<file path="config.mk">
export PLATFORM = sky130hd
export DESIGN_NAME = tx_byte_queue
export DESIGN_NICKNAME = d
export VERILOG_FILES = /design/src/rtl/txq_pkg.sv /design/src/rtl/txq_ptr.sv /design/src/rtl/txq_store.sv /design/src/rtl/txq_level.sv /design/src/rtl/tx_byte_queue.sv
export SDC_FILE = /design/constraint.sdc
export NUM_CORES = 1
export LEC_CHECK = 0
export ABC_AREA = 1
export BUFFER_PORTS_ARGS = -buffer_cell sky130_fd_sc_hd__buf_2
export CAP_MARGIN = 20
export CORE_MARGIN = 1.5
export CORE_UTILIZATION = 55
export CTS_CLUSTER_DIAMETER = 50
export DETAILED_ROUTE_END_ITERATION = 8
export PLACE_DENSITY = 0.72
export SETUP_SLACK_MARGIN = 0.2
export SKIP_CTS_REPAIR_TIMING = 1
export SLEW_MARGIN = 25
export SYNTH_ARGS = -nofsm -noshare
export SYNTH_HDL_FRONTEND = slang
export SYNTH_SLANG_ARGS = --single-unit
</file>
<file path="constraint.sdc">
create_clock -name clk -period 11.46 [get_ports clk]
set_clock_uncertainty 0.2 [all_clocks]
set_input_delay 0 -clock clk [delete_from_list [all_inputs] [get_ports clk]]
set_output_delay 0 -clock clk [all_outputs]
set_load 0.01 [all_outputs]
</file>
<file path="src/rtl/txq_pkg.sv">
package txq_pkg;
  typedef struct packed {
    logic done;
    logic abort;
  } tag_t;
endpackage

</file>
<file path="src/rtl/txq_ptr.sv">
module txq_ptr #(
  parameter int DEPTH = 64
) (
  input  logic                     clk,
  input  logic                     rst_n,
  input  logic                     flush,
  input  logic                     wr_en,
  input  logic                     rd_en,
  input  logic                     tag_we,
  output logic                     push,
  output logic [$clog2(DEPTH)-1:0] wr_idx,
  output logic                     tag_ok,
  output logic [$clog2(DEPTH)-1:0] tag_idx,
  output logic [$clog2(DEPTH)-1:0] rd_idx,
  output logic                     empty,
  output logic [$clog2(DEPTH):0]   empty_slots
);
  localparam int AW = $clog2(DEPTH);
  localparam int PW = AW + 1;

  logic [PW-1:0] wr_ptr_q, wr_ptr_d;
  logic [PW-1:0] rd_ptr_q, rd_ptr_d;
  logic [PW-1:0] used;
  logic [AW-1:0] last_idx;
  logic          full;
  logic          pop;

  always_comb begin
    used        = wr_ptr_q - rd_ptr_q;
    empty       = (used == '0);
    full        = (used == PW'(DEPTH));
    empty_slots = PW'(DEPTH) - used;
    last_idx    = wr_ptr_q[AW-1:0] - AW'(1);
    // a write to a full queue with no pop lands on the newest byte
    push        = wr_en & (~full | rd_en);
    pop         = rd_en & ~empty;
    wr_idx      = push ? wr_ptr_q[AW-1:0] : last_idx;
    tag_idx     = wr_en ? wr_idx : last_idx;
    tag_ok      = tag_we & (wr_en | ~empty);
    rd_idx      = rd_ptr_q[AW-1:0];
  end

  always_comb begin
    wr_ptr_d = wr_ptr_q;
    rd_ptr_d = rd_ptr_q;
    if (flush) begin
      wr_ptr_d = '0;
      rd_ptr_d = '0;
    end else begin
      if (push) wr_ptr_d = wr_ptr_q + PW'(1);
      if (pop)  rd_ptr_d = rd_ptr_q + PW'(1);
    end
  end

  always_ff @(posedge clk or negedge rst_n) begin
    if (!rst_n) begin
      wr_ptr_q <= '0;
      rd_ptr_q <= '0;
    end else begin
      wr_ptr_q <= wr_ptr_d;
      rd_ptr_q <= rd_ptr_d;
    end
  end
endmodule

</file>
<file path="src/rtl/txq_store.sv">
module txq_store
  import txq_pkg::*;
#(
  parameter int DEPTH = 64,
  parameter int DW    = 8
) (
  input  logic                     clk,
  input  logic                     rst_n,
  input  logic                     flush,
  input  logic                     wr_en,
  input  logic [DW-1:0]            wr_data,
  input  logic                     push,
  input  logic [$clog2(DEPTH)-1:0] wr_idx,
  input  logic                     tag_ok,
  input  logic [$clog2(DEPTH)-1:0] tag_idx,
  input  logic                     tag_done,
  input  logic                     tag_abort,
  input  logic [$clog2(DEPTH)-1:0] rd_idx,
  output logic [DW-1:0]            rd_data,
  output tag_t                     rd_tag
);
  localparam int AW = $clog2(DEPTH);

  logic [DW-1:0]    mem_q [DEPTH];
  logic [DEPTH-1:0] done_q, done_d;
  logic [DEPTH-1:0] abort_q, abort_d;

  // data array: no reset, written only under its enable
  always_ff @(posedge clk) begin
    if (wr_en) mem_q[wr_idx] <= wr_data;
  end

  // per-slot tag next state: fresh push clears, control write ORs in
  for (genvar g = 0; g < DEPTH; g++) begin : g_slot
    logic fresh, hit;
    assign fresh      = push & (wr_idx == AW'(g));
    assign hit        = tag_ok & (tag_idx == AW'(g));
    assign done_d[g]  = ~flush & ((done_q[g]  & ~fresh) | (hit & tag_done));
    assign abort_d[g] = ~flush & ((abort_q[g] & ~fresh) | (hit & tag_abort));
  end

  always_ff @(posedge clk or negedge rst_n) begin
    if (!rst_n) begin
      done_q  <= '0;
      abort_q <= '0;
    end else begin
      done_q  <= done_d;
      abort_q <= abort_d;
    end
  end

  always_comb begin
    rd_data      = mem_q[rd_idx];
    rd_tag.done  = done_q[rd_idx];
    rd_tag.abort = abort_q[rd_idx];
  end
endmodule

</file>
<file path="src/rtl/txq_level.sv">
module txq_level #(
  parameter int PW = 7,
  parameter int LW = 6
) (
  input  logic          clk,
  input  logic          rst_n,
  input  logic [PW-1:0] empty_slots,
  input  logic [LW-1:0] level,
  input  logic          stat_rd,
  output logic          room_flag,
  output logic          room_irq
);
  localparam int MW = (PW > LW) ? PW : LW;

  logic [MW-1:0] slots_x, level_x;
  logic          irq_q, irq_d;

  always_comb begin
    slots_x   = MW'(empty_slots);
    level_x   = MW'(level);
    room_flag = (slots_x >= level_x);
    irq_d     = room_flag | (irq_q & ~stat_rd);
    room_irq  = irq_q;
  end

  always_ff @(posedge clk or negedge rst_n) begin
    if (!rst_n) irq_q <= 1'b0;
    else        irq_q <= irq_d;
  end
endmodule

</file>
<file path="src/rtl/tx_byte_queue.sv">
module tx_byte_queue
  import txq_pkg::*;
#(
  parameter int DEPTH = 64,
  parameter int DW    = 8,
  parameter int LW    = 6
) (
  input  logic                   clk,
  input  logic                   rst_n,
  input  logic                   flush,
  input  logic                   wr_en,
  input  logic [DW-1:0]          wr_data,
  input  logic                   tag_we,
  input  logic                   tag_done,
  input  logic                   tag_abort,
  input  logic [LW-1:0]          empty_level,
  input  logic                   stat_rd,
  input  logic                   rd_en,
  output logic [DW-1:0]          rd_data,
  output logic                   rd_done,
  output logic                   rd_abort,
  output logic                   rd_avail,
  output logic [$clog2(DEPTH):0] empty_slots,
  output logic                   room_flag,
  output logic                   room_irq
);
  localparam int AW = $clog2(DEPTH);
  localparam int PW = AW + 1;

  logic          rst_meta_q, rst_q_n;
  logic          push, tag_ok, empty;
  logic [AW-1:0] wr_idx, tag_idx, rd_idx;
  tag_t          rd_tag;

  // reset: asserted at once, released after two edges
  always_ff @(posedge clk or negedge rst_n) begin
    if (!rst_n) begin
      rst_meta_q <= 1'b0;
      rst_q_n    <= 1'b0;
    end else begin
      rst_meta_q <= 1'b1;
      rst_q_n    <= rst_meta_q;
    end
  end

  txq_ptr #(.DEPTH(DEPTH)) i_ptr (
    .clk         (clk),
    .rst_n       (rst_q_n),
    .flush       (flush),
    .wr_en       (wr_en),
    .rd_en       (rd_en),
    .tag_we      (tag_we),
    .push        (push),
    .wr_idx      (wr_idx),
    .tag_ok      (tag_ok),
    .tag_idx     (tag_idx),
    .rd_idx      (rd_idx),
    .empty       (empty),
    .empty_slots (empty_slots)
  );

  txq_store #(.DEPTH(DEPTH), .DW(DW)) i_store (
    .clk       (clk),
    .rst_n     (rst_q_n),
    .flush     (flush),
    .wr_en     (wr_en),
    .wr_data   (wr_data),
    .push      (push),
    .wr_idx    (wr_idx),
    .tag_ok    (tag_ok),
    .tag_idx   (tag_idx),
    .tag_done  (tag_done),
    .tag_abort (tag_abort),
    .rd_idx    (rd_idx),
    .rd_data   (rd_data),
    .rd_tag    (rd_tag)
  );

  txq_level #(.PW(PW), .LW(LW)) i_level (
    .clk         (clk),
    .rst_n       (rst_q_n),
    .empty_slots (empty_slots),
    .level       (empty_level),
    .stat_rd     (stat_rd),
    .room_flag   (room_flag),
    .room_irq    (room_irq)
  );

  assign rd_done  = rd_tag.done;
  assign rd_abort = rd_tag.abort;
  assign rd_avail = ~empty;
endmodule

</file>
==> results of run 1 <==
==> sequential cells by signal, indices dropped and copies added (netlist names) <==
| name | flops |
|---|---|
| i_store.done_q | 64 |
| i_store.abort_q | 64 |
| i_level.room_irq | 1 |
| rst_meta_q | 1 |
| i_ptr.rd_ptr_q | 7 |
| rst_q_n | 1 |
| i_store.mem_q | 512 |
| i_ptr.wr_ptr_q | 7 |
==> path summary, 6_finish.rpt <==
check | startpoint | endpoint | slack (ns) | cells past startpoint
setup / recovery | i_ptr.rd_ptr_q[2] | i_store.mem_q[20][3] | 5.30 | 17
hold / removal | tag_we | i_store.done_q[30] | 0.03 | 5
setup reg to reg | i_ptr.rd_ptr_q[2] | i_store.mem_q[20][3] | 5.30 | 17
hold reg to reg | rst_q_n | i_store.abort_q[58] | 0.04 | 0
max in group asynchronous | rst_q_n | i_ptr.rd_ptr_q[0] | 9.87 | 1
min in group asynchronous | rst_q_n | i_store.abort_q[58] | 0.04 | 0
==> cell type report <==
class	count	area [sq um]	area share [%]
Sequential cell	657	19020	60.16
Multi-Input combinational cell	1731	8573	27.12
Clock buffer	90	1888	5.973
Tap cell	680	850.8	2.692
Timing Repair Buffer	81	576.8	1.825
Clock inverter	35	449.2	1.421
Inverter	65	254.0	0.8036
==> where the power goes <==
part | switching [mW] | internal (mW)
clock network | 0.933 | 1.37
registers | 0.0350 | 2.59
logic | 0.621 | 0.238
==> stage by stage <==
| stage | cells | power, mW | utilization (%) | setup slack, ns |
|---|---|---|---|---|
| after detailed placement | 3195 | 3.504 | 56.56 | 5.825 |
| after floorplan | 2652 | 3.222 | - | 6.921 |
| after global routing | 3339 | 5.975 | 61.49 | 4.920 |
| after CTS | 3320 | 5.779 | 61.11 | 5.763 |
| after global placement | 3195 | 3.493 | 56.56 | 5.932 |
| final | 3339 | 5.792 | 61.49 | 5.296 |
==> kinds of logic (layout without fill, tap and decap cells) <==
family / count (synthesis) / after routing / share of synthesized area (%)
flip-flops: 657 / 657 / 66.20
XOR/XNOR: 7 / 7 / 0.2136
buffers and inverters: 264 / 271 / 4.001
adder cells (fa/ha/maj): 17 / 17 / 0.7671
AO/OA/AOI/OAI: 669 / 669 / 13.18
other: 1 / 1 / 0.01306
AND/OR/NAND/NOR: 1037 / 1037 / 15.63
==> routing by layer <==
layer  vias to the layer above  GRT usage, %  part of all wire (%)
met5                         -             0                     0
met4                         0         12.36                   3.7
met3                       186         5.623                   9.3
met2                      1203         48.29                    49
met1                     10310         38.52                    38
li1                       9418             -                     -
==> worst min-delay path, stage by stage <==
cell and delay [ns]:
buf_2 0.09, o21ai_1 0.33, nor2_2 0.21, nand3_1 0.10
a21oi_1 0.06
==> cells in the final DEF (no fill, tap or decap), types with 3 or more instances in the layout <==
cell type / n
clkinv_1: 10
o22ai_1: 99
clkbuf_1: 15
nand3_1: 198
clkbuf_8: 4
dfrtp_4: 3
clkinvlp_4: 7
buf_2: 33
nor2_4: 17
nand2_1: 351
edfxtp_1: 512
o221ai_1: 60
bufinv_16: 9
nor2_2: 8
nor2_1: 403
nand2_2: 11
a21oi_1: 145
dlygate4sd3_1: 19
xor2_1: 5
nand2_4: 11
inv_1: 59
buf_4: 28
nor3_1: 6
dfrtp_1: 141
clkbuf_16: 71
o21ai_0: 331
clkinv_2: 5
a31oi_1: 4
nand4_1: 27
ha_1: 16
o211ai_1: 19
==> metrics.cfg, run 1 <==
[yosys]
syn-num-nets=2692
yosys.area.top_type=edfxtp_1
synth.most_common_cell=edfxtp_1
yosysSeqAreaShare_pct=66.20
ys_warn_count=0
async_flop_share_pct=22.07
synthesis.area_sq_um=28710
synth.distinct_cells=44
synth_edf_count=512
synthTopCellsByArea=edfxtp_1 (54%), dfrtp_1 (13%), o21ai_0 (5.8%)
yosys.area.top_type_share_pct=53.56
synth_area_per_cell_sq_um=10.82
synthFlopType=edfxtp_1
synth_cells=2652
synthTopCellsByCount=edfxtp_1 (512), nor2_1 (408), nand2_1 (351)
ys_ff_latch=657

[floorplan]
die-area_sq_um=53580
std_cell_rows=83
die_y_um=231.5
start_util_pct=55.85
dieWidth_um=231.5
core_sq_um=51410
num_io_pins=43

[cells_and_area]
area_delta_synth_final_pct=10.10
nets=2644
layout-drive-gt1-share_pct=8.349
final_area_sq_um=31610
fill_cells=4002
antenna_cells=0

[place]
post_dp_cell_area_sq_um=29080
gp_congestion=0.9203
io_buffers=42
hpwl_um=45440

[route]
firstDrtPassIters=6
viasPerCell=6.323
drt_iter0_markers=2562
num_vias=21110
ant_nets=0
routed_wl_um=78430
wl_per_cell_um=23.49
drc=0

[setup_path]
required_ns=11.49
path_cells=buf_4 -> clkinv_1 -> ha_1 -> nand2_1 -> clkinv_1 -> nor2_1 -> nor2_1 -> nand3_2 -> nor2_4 -> nand4_4 -> nand2_4 -> nand2_2 -> nand2_2 -> nand2_4 -> inv_1 -> nand2_1 -> nor2_1
cp.buffers_inverters=4
critPathTopFamily=simple AND/OR/NAND/NOR gates
crit_type=flop to flop
cp_max_fo=63
cpMaxStageDelayCell=clkinv_1
end_kind=flop
cp-start-kind=flop
critPathMostFrequentCell=nor2_1
arrival_ns=6.20
crit_path_max_incr_delay_ns=1.09

[timing]
setup-violations-final=0
max_slew.worst_pin.slew_ns=1.085
rsz0062_at_grt=false
tns_ns=0
fmax_mhz=162.2
hold_viol_final=0
fin_crit_ns=6.164
slew_viol_final=0
relSlewSlack_pct=27.22
fin_crit_sh_pct=53.78
fin_hold_ws_ns=0.03198

[clock_network]
cts_buffers=68
cts_num_sinks=657
clockBufferDepth=3
clk_pin_slew_ns=0.06
clock_latency_ns=0.60
root_buffer=clkbuf_16
cts_tree=built
h-tree-depth=3

[pwr]
p_per_area_nw_per_um2=183.2
power_leakage_nw=10.82
vdd_drop_max_v=0.0001633

[grt]
grt_usage_pct=29.44
antenna_found_initial=0
grt_overflow=0
grt_pass1_vias=20780
grt_pass1_wl_um=119400
grt_max_degree=150

[hold_path]
hold_class=primary input to flop

[run]
cap_violations=0

[run_status]
run_status=complete, no violations

Note: power is estimated with default switching activity, not from simulation.
==> run 2, diff against run 1 <==
Clock period 11.46 ns to 5.9 ns, I/O delays scaled along.
==> metrics.cfg, run 2 (synthesis results as in run 1) <==
[setup_path]
worst_r2r_path_depth=17  ; unchanged
arrival_ns=5.13  ; -1.07 ns
cpMaxStageDelayCell=nor2_1
cp-start-kind=flop
path_cells=buf_4 -> inv_1 -> ha_1 -> nand2_1 -> inv_1 -> nand3_1 -> nand3_1 -> nand2_1 -> nand2_1 -> nand4_4 -> nand2_4 -> nand2_1 -> nand2_1 -> nand2_4 -> inv_1 -> nand2_1 -> nor2_1
reg2reg_setup_slack_ns=0.81  ; -4.48 ns
r2r-start=i_ptr.rd_ptr_q[4]
critPathMostFrequentCell=nand2_1
regToRegEndpoint=i_store.mem_q[21][0]
end_kind=flop
required_ns=5.95  ; -5.54 ns
crit_type=flop to flop
crit_path_max_incr_delay_ns=0.74  ; -0.35 ns
cp_max_fo=21  ; -67%

[cells_and_area]
antenna_cells=0  ; unchanged
final_cell_mix=edfxtp_1 (512), nor2_1 (403), nand2_1 (351), o21ai_0 (331), nand3_1 (198)
layout-drive-gt1-share_pct=8.692  ; +0.34 points
nets=2652  ; +0.30%
largest_reg_flops=512  ; unchanged
area_delta_synth_final_pct=10.46
layout_commonest_cell=edfxtp_1
top_register=i_store.mem_q
reg_top3=i_store.mem_q: 512 flops, i_store.abort_q: 64 flops, i_store.done_q: 64 flops

[pwr]
p_switching_mw=3.211  ; +100%
p_per_area_nw_per_um2=354.5  ; +93%
power_leakage_nw=10.89  ; +0.63%
sequentialPowerShare_pct=45.0  ; -0.3 points
internal_power_mw=8.032  ; +91%
clock_power_share_pct=39.6  ; -0.2 points
total_power_mw=11.24  ; +94%
power_switching_share_pct=28.56  ; +1.1 points
vdd_drop_max_v=0.0002839  ; +74%
combPwrFrac_pct=15.4  ; +0.6 points

[clock_network]
cts_tree=built
cts_num_sinks=657  ; unchanged
h-tree-depth=3  ; unchanged
clockBufferDepth=3  ; unchanged
cts_buffers=73  ; +7.4%
clk_pin_slew_ns=0.06  ; about the same
root_buffer=clkbuf_16
clock_latency_ns=0.62  ; +0.02 ns

[route]
wl_per_cell_um=23.29  ; -0.86%
viasPerCell=6.343  ; +0.31%
drc=0  ; unchanged
ant_nets=0  ; unchanged
drt_iter0_markers=2891  ; +13%
routed_wl_um=77990  ; -0.56%
num_vias=21240  ; +0.61%
firstDrtPassIters=6  ; unchanged

[floorplan]
std_cell_rows=83  ; unchanged
start_util_pct=55.85  ; unchanged
num_io_pins=43  ; unchanged
core_sq_um=51410  ; unchanged
die-area_sq_um=53580  ; unchanged
dieWidth_um=231.5  ; unchanged
die_y_um=231.5  ; unchanged

[place]
io_buffers=42  ; unchanged
hpwl_um=45090  ; -0.79%
gp_congestion=0.9043  ; -1.7%

[hold_path]
hold_class=primary input to asynchronous set/reset pin

[timing]
slew_viol_final=0  ; unchanged
hold_viol_final=0  ; unchanged
rsz0062_at_grt=false
max_slew.worst_pin.slew_ns=0.9985  ; -0.08647 ns
setup-violations-final=0  ; unchanged
fin_crit_ns=5.086  ; -1.077 ns
fin_hold_ws_ns=0.05417  ; +0.02219 ns
fin_crit_sh_pct=86.21  ; +32 points
relSlewSlack_pct=33.36  ; +6.1 points
fmax_mhz=196.6  ; +21%
tns_ns=0  ; unchanged

[grt]
grt_pass1_vias=20670  ; -0.55%
antenna_found_initial=2  ; +2
grt_pass1_wl_um=119800  ; +0.31%
grt_overflow=0  ; unchanged
grt_max_degree=213  ; +42%
grt_usage_pct=29.35  ; -0.083 points

[run]
cap_violations=0  ; unchanged

[run_status]
run_status=complete, no violations

[run 2: cell types whose count changed in the layout (fill, tap and decap cells not counted), moves of 3 or more]
cell / change
clkinv_2: +8
clkbuf_16: +3
clkbuf_8: -4
inv_6: +3
bufinv_16: -5
clkbuf_1: -5
buf_12: +3
clkinv_1: +5
clkinvlp_4: -3
[run 2: cell type report]
type / count / area (sq um)
repair buffers: 84 / 660.6
fillers: 4028 / 19700
clock inverters: 48 / 466.7
well taps: 680 / 850.8
flip-flops and latches: 657 / 19020
clock buffers: 84 / 1889
multi-input cells: 1731 / 8573
inverters: 65 / 254.0
[run 2: stage by stage]
step / instance area, sq um / util (%) / std cells / worst slack, ns
after floorplan: 28710 / - / 2652 / 1.361
after global placement: 29130 / 56.67 / 3197 / 1.123
after detailed placement: 29130 / 56.67 / 3197 / 0.9530
after CTS: 31490 / 61.25 / 3329 / 0.9321
after global routing: 31710 / 61.69 / 3349 / 0.5617
final: 31710 / 61.69 / 3349 / 0.8139
[run 2: critical path, delay by kind of cell, from the launching register on]
kind / cells / cell delay, ns
and+or+nand+nor: 12 / 2.66
adders and majority gates: 1 / 0.54
buffers and inverters: 4 / 0.95
DFF: 1 / 0.33
[run 2: power by group through the flow]
stage / Sequential (mW) / Combinational (mW) / Clock (mW)
2_1_floorplan: 5.15 / 1.11 / 0
3_3_place_gp: 5.15 / 1.65 / 0
3_5_place_dp: 5.15 / 1.68 / 0
4_1_cts: 5.06 / 1.69 / 4.47
5_1_grt: 5.06 / 1.87 / 4.67
6_report: 5.06 / 1.73 / 4.45
[run 2: worst max path at each step]
stage / end / slack, ns / cells past startpoint / start
after detailed placement: i_store.mem_q[21][1] / 0.95 / 17 / i_ptr.rd_ptr_q[4]
after global routing: i_store.mem_q[20][2] / 0.56 / 17 / i_ptr.rd_ptr_q[4]
final: i_store.mem_q[21][0] / 0.81 / 17 / i_ptr.rd_ptr_q[4]
after global placement: i_store.mem_q[36][2] / 1.12 / 17 / i_ptr.rd_ptr_q[4]
after CTS: i_store.mem_q[21][0] / 0.93 / 17 / i_ptr.rd_ptr_q[4]
after floorplan: i_level.room_irq / 1.36 / 0 / rst_q_n
[run 2: per-layer routing]
metal	part of all wire, %	global-route usage (%)
met5	0.023	0
met4	4.1	12.21
met3	11	6.398
met2	47	47.04
met1	38	38.90
